### src/rtl/irq_arbiter8.sv
module irq_arbiter8 (
  input  logic       clk,
  input  logic       rst_n,
  input  logic       gbl_en,
  input  logic [5:0] src_en,
  input  logic [5:0] src_pri,
  input  logic [1:0] ext01_type,
  input  logic [7:0] xctl,
  input  logic [3:0] ext_n,
  input  logic [3:0] evt_req,
  input  logic       ack,
  input  logic       reti,
  output logic       irq,
  output logic [7:0] vector,
  output logic [7:0] svc_vector,
  output logic [1:0] in_service,
  output logic [3:0] ext_flag
);
  logic [3:0] s1, s2, s3, flag_q, ext_type, fall, clr;
  logic [7:0] en8, pri8, req8, pend, hi, lo, cand;
  logic [2:0] win;
  logic       allow_hi, allow_lo;

  assign ext_type = {xctl[4], xctl[0], ext01_type};
  assign en8      = {xctl[6], xctl[2], src_en};
  assign pri8     = {xctl[7], xctl[3], src_pri};
  assign fall     = s3 & ~s2;

  always_ff @(posedge clk or negedge rst_n)
    if (!rst_n) begin
      s1 <= '1; s2 <= '1; s3 <= '1;
    end else begin
      s1 <= ext_n; s2 <= s1; s3 <= s2;
    end

  always_ff @(posedge clk or negedge rst_n)
    if (!rst_n) flag_q <= '0;
    else
      for (int k = 0; k < 4; k++)
        if (!ext_type[k])  flag_q[k] <= 1'b0;
        else if (fall[k])  flag_q[k] <= 1'b1;
        else if (clr[k])   flag_q[k] <= 1'b0;

  assign ext_flag = (ext_type & flag_q) | (~ext_type & ~s2);
  assign req8 = {ext_flag[3], ext_flag[2], evt_req[3], evt_req[2],
                 evt_req[1], ext_flag[1], evt_req[0], ext_flag[0]};

  assign pend     = req8 & en8 & {8{gbl_en}};
  assign hi       = pend & pri8;
  assign lo       = pend & ~pri8;
  assign allow_hi = !in_service[1];
  assign allow_lo = !in_service[1] && !in_service[0];
  assign cand     = (allow_hi && |hi) ? hi : (allow_lo ? lo : 8'h00);

  always_comb begin
    win = 3'd0;
    for (int i = 7; i >= 0; i--)
      if (cand[i]) win = 3'(i);
  end

  assign irq    = |cand;
  assign vector = {2'b00, win, 3'b011};

  always_comb begin
    clr = '0;
    if (ack && irq)
      case (win)
        3'd0: clr[0] = 1'b1;
        3'd2: clr[1] = 1'b1;
        3'd6: clr[2] = 1'b1;
        3'd7: clr[3] = 1'b1;
        default: clr = '0;
      endcase
  end

  always_ff @(posedge clk or negedge rst_n)
    if (!rst_n) begin
      in_service <= 2'b00;
      svc_vector <= 8'h00;
    end else begin
      if (reti) begin
        if (in_service[1]) in_service[1] <= 1'b0;
        else               in_service[0] <= 1'b0;
      end
      if (ack && irq) begin
        svc_vector <= vector;
        if (pri8[win]) in_service[1] <= 1'b1;
        else           in_service[0] <= 1'b1;
      end
    end
endmodule


### config.mk
export PLATFORM = sky130hd
export DESIGN_NAME = irq_arbiter8
export DESIGN_NICKNAME = d
export VERILOG_FILES = /design/src/rtl/irq_arbiter8.sv
export SDC_FILE = /design/constraint.sdc
export NUM_CORES = 1
export LEC_CHECK = 0
export ABC_AREA = 1
export ABC_CLOCK_PERIOD_IN_PS = 3900
export CORE_ASPECT_RATIO = 0.75
export CORE_UTILIZATION = 45
export CTS_BUF_LIST = sky130_fd_sc_hd__clkbuf_8
export DETAILED_ROUTE_END_ITERATION = 10
export HOLD_SLACK_MARGIN = 0.03
export PLACE_DENSITY = 0.88
export SYNTH_ARGS = -nofsm -noshare
export SYNTH_HDL_FRONTEND = slang
export SYNTH_SLANG_ARGS = --single-unit
### constraint.sdc
create_clock -name clk -period 3.9 [get_ports clk]
set_clock_uncertainty 0.05 [all_clocks]
set_input_delay 1.17 -clock clk [delete_from_list [all_inputs] [get_ports clk]]
set_output_delay 1.17 -clock clk [all_outputs]
set_load 0.01 [all_outputs]
## Word-level counts from Yosys, hierarchy flattened

Cells that the tools add are included.

- Add/subtract/negate cells: 0
- $mul: 0
- Divide/modulo/power cells: 0
- Order comparisons: 1
- Eq/ne operators: 7
- Shift-type cells: 0
- Multiplexer cells: 34
- Bitwise gates (word level): 11
- Reduce and logical (&&, ||, !) cells: 8

Operators with widths:

| kind | number |
|---|---|
| $and A8 B8 Y8 | 4 |
| $mux W3 | 8 |
| $mux W1 | 20 |
| $mux W8 | 2 |
| $reduce_or A8 Y1 | 2 |
| $and A4 B4 Y4 | 3 |
| $ne A3 B1 Y1 const B | 4 |
| $not A4 Y4 | 2 |
| $not A8 Y8 | 1 |
| $eq A3 B3 Y1 const B | 2 |
| $lt A3 B4 Y1 const B | 1 |
| $mux W2 | 2 |
| $mux W4 | 1 |
| $or A4 B4 Y4 | 1 |
| $bmux W1 S3 | 1 |
| $eq A3 B2 Y1 const B | 1 |
| $logic_and A1 B1 Y1 | 3 |
| $logic_not A3 Y1 | 1 |
| $logic_not A1 Y1 | 2 |

- Flip-flop bits (word level): 23
- Latch bits: 0
- Memory bits (writable): 0
- Bits in read-only memories: 0
- Input bits: 35
- Output and inout port bits: 23
- Logic and storage cells: 70
- Memories kept: 0

## Logic depth before layout (Yosys ltp)

- Depth after elaboration: 23
- Gate-level depth with buffers: 25

## Worst setup path after synthesis

Ideal clock, no wire load.

- Path kind: input to output
- From: input port gbl_en
- To: output port vector[5]
- Data arrival time: 2.588 ns
- Required time: 2.680 ns
- Slack: 0.092 ns
- Cell stages on the path: 15
- Buffers on the path: 2
- Cell sequence: buf_6 nand2_2 inv_2 nand3_2 nand2_1 nor2_2 nand2_4 nand2_4 buf_8 nor2_2 a31oi_4 nand2_4 nor2_1 nand2_1 inv_1

- Longest elaborated chain between the ends: 13
- Elaborated cells on any way between the ends: 15
- Classes of those cells: mux (10); bitwise (3); reduce/logical (2)

RTL lines:

| what | line | text |
|---|---|---|
| start, declared | 4 | `input logic gbl_en,` |
| $and A8 B8 Y8 * | 48 | `assign pend = req8 & en8 & {8{gbl_en}};` |
| $and A8 B8 Y8 | 49 | `assign hi = pend & pri8;` |
| $reduce_or A8 Y1 | 53 | `assign cand = (allow_hi && \|hi) ? hi : (allow_lo ? lo : 8'h00);` |
| $logic_and A1 B1 Y1 | 53 |  |
| $mux W8 * | 53 |  |
| $mux W3 (7 in a row) | 58 | `if (cand[i]) win = 3'(i);` |
| $mux W3 * | 58 |  |
| end, declared | 14 | `output logic [7:0] vector,` |

Every way passes the cells marked *; elsewhere a longest branch is shown, timed or not.

## Worst setup path after layout

- From: input port src_pri[5]
- To: register in_service[1]

- Longest elaborated chain between the ends: 16
- Elaborated cells on any way between the ends: 21
- Classes of those cells: mux (14); bitwise (3); reduce/logical (4)

RTL lines:

| what | line | text |
|---|---|---|
| start, declared | 6 | `input logic [5:0] src_pri,` |
| $and A8 B8 Y8 | 49 |  |
| $reduce_or A8 Y1 | 53 |  |
| $logic_and A1 B1 Y1 | 53 |  |
| $mux W8 | 53 |  |
| $mux W3 (8 in a row) | 58 |  |
| $bmux W1 S3 | 87 | `if (pri8[win]) in_service[1] <= 1'b1;` |
| $mux W1 (implied by the code) | 87 |  |
| $mux W1 | 87 |  |
| $mux W2 * | 85 | `if (ack && irq) begin` |
| end signal, assigned | 78 | `in_service <= 2'b00;` |
| end signal, assigned | 87 |  |
| end, declared | 16 | `output logic [1:0] in_service,` |

Every way passes the cells marked *; elsewhere a longest branch is shown, timed or not. The select of a mux whose other input is x is not followed.
A chain may end at the register's enable or synchronous reset.

==> metrics <==
Netlist Area Pre-Place 1480 sq um; DRC Markers 0; cts hold-fix bufs 0; hpwl dp 2920 um; HP Class reg -> reg; Worst-path clk slew 0.07 ns; area share of the largest cell type after synthesis 0.213; PwrDens 500 nW/um^2; TritonCTS clock tree done; top_reg_cell synth dfstp_2; Synth Area per Inst 7.70 sq um; die extent in x 68.2 um; largest net degree at the start of global routing 23; Final setup viols 6; gpl congestion 0.824; critical path capture point type register; Routed WL 9260 um; final hold violations 0; status complete, but fails checks; register area 566 sq um; Setup WS post-layout -0.488 ns; largest cells by area after synthesis dfstp_2 (21%), dfrtp_1 (17%), nand2_1 (13%), nand3_1 (5.1%), nand2_2 (4.7%); Ant. Diodes 0; fraction of layout cells with a size suffix above 1 0.584; post-synthesis register bit count 22; crit start category input pin; Fill cells 64; commonest non-fill, non-tap cells in the layout buf_4 (89), nand2_1 (27), nand2_2 (26); Starting Density 0.486; Die Footprint 3520 sq um; via/cell ratio 6.44; clock buffer depth 2; fin crit period 4.39 ns; TritonRoute pass-1 iters 5; row count 17; Post-synth EDFFs 0; RSZ-0062 raised after global routing yes; clock root cell clkbuf_8; Mapped Cells 192; Rel. slew slack 0.292; Sink Count 22; synth warn 0; PortBufs 47; Synth area leader dfstp_2; failing checks negative setup slack; TritonCTS Buffers 3; Final ANT Viol Nets 0; Nets 368; Slew @ Worst Pin 1.06 ns; DR vias 2383; Core Area 3040 sq um; Initial DRC Count 322; ys async rst share 1.00; I/O pin count 58; footprint of the multi-input gates 957 sq um; first-pass GRT wire length 11000 um; critical path arrival 4.54 ns; commonest non-fill, non-tap cell in the layout buf_4; DP Worst Slack -0.970 ns; VDD IR max 0.512 mV; max incr delay on CP 0.24 ns; fmax 228 MHz; Synth cell types 25; kind of critical path in -> reg; gr usage total 0.453; H-tree depth reported by CTS 1; vias in the first global route 2169; grt ovf 0; P&R area growth vs syn 97.7%; CP max stage cell dlygate4sd2_1; WL per Instance 25.0 um; Max-Cap Viols 0; Data required, critical path 4.05 ns; fin. max-slew vios 0; leakage power 1.46 nW; Crit path top cell by count buf_4; clock latency on the worst-skew pair 0.28 ns; overall die height 51.6 um; sequential area share after synthesis 0.382; Final Core Density 0.961; initial antenna violation count 0; period utilization 1.13; Crit Path Max Fanout 7
cells by family (layout without fill, tap and decap cells):
group / after synthesis / count (layout) / synth area share
compound gates: 15 / 15 / 0.0846
simple gates: 114 / 115 / 0.393
flops: 22 / 22 / 0.382
buf+inv: 39 / 172 / 0.135
other cells: 2 / 8 / 0.00508
Yosys cell counts, types with 2 or more instances:
cell type,n
inv_2,10
nand4_1,5
nand3b_1,5
buf_4,9
dfrtp_1,10
nand3_2,5
nand2_2,11
nand3_1,15
nor2_2,3
o21ai_2,5
o21ai_0,6
nor3_1,10
dfstp_2,12
inv_1,18
conb_1,2
nor2_1,6
nand2_1,50
nand2_4,3
registers in the layout, indices dropped and copies added, names as in the netlist:
register,count
s1,4
flag_q,4
s2,4
svc_vector,4
in_service,2
s3,4
timing repair:
action,in CTS,in global routing
gates resized for setup,91,39
endpoints found under the setup margin,4,7
setup buffers,50,10
pin swaps,36,18
gates cloned,2,0
area by class of cell:
| type | instances | share of cell area |
|---|---|---|
| clock buffers | 4 | 0.0188 |
| inverters | 28 | 0.0368 |
| multi-input cells | 138 | 0.327 |
| flip-flops and latches | 22 | 0.193 |
| well taps | 38 | 0.0163 |
| repair buffers | 140 | 0.407 |
through the flow:
stage	std cells	setup TNS, ns	power, mW	instance area (sq um)	hold slack [ns]
floorplan	198	0	0.586	1500	0.295
global placement	306	-3.47	0.831	2190	0.296
detailed placement	306	-3.61	0.844	2190	0.298
CTS	362	-0.223	1.15	2720	0.308
global route	370	-3.47	1.53	2920	0.319
finish	370	-2.28	1.46	2920	0.317
worst max-delay path: cells and delay by family:
| kind | cells | cell delay (ns) |
|---|---|---|
| simple gates | 20 | 1.96 |
| buf+inv | 10 | 1.40 |
final timing paths:
kind	from	endpoint	slack, ns	cells past startpoint
hold / removal	s1[1]$_DFF_PN1_	s2[1]$_DFF_PN1_	0.32	0
hold reg to reg	s1[1]$_DFF_PN1_	s2[1]$_DFF_PN1_	0.32	0
setup / recovery	src_pri[5]	in_service[1]$_DFF_PN0_	-0.49	30
max in group asynchronous	rst_n	in_service[0]$_DFF_PN0_	1.74	1
setup reg to reg	in_service[1]$_DFF_PN0_	in_service[1]$_DFF_PN0_	-0.15	28
min in group asynchronous	rst_n	flag_q[2]$_DFFE_PN0P_	1.41	1
power by group:
group | internal [mW] | leakage (nW) | switching [mW]
clock network | 0.0903 | 0.0288 | 0.0807
registers | 0.267 | 0.250 | 0.0312
logic | 0.442 | 1.18 | 0.552
routing by layer:
metal | vias up | wire length (um) | global-route usage
li1 | 876 | - | -
met1 | 1059 | 2880 | 0.457
met2 | 313 | 4070 | 0.722
met3 | 135 | 1320 | 0.232
met4 | 0 | 986 | 0.306
met5 | - | 0 | 0
Note: power is estimated with default switching activity, not from simulation.
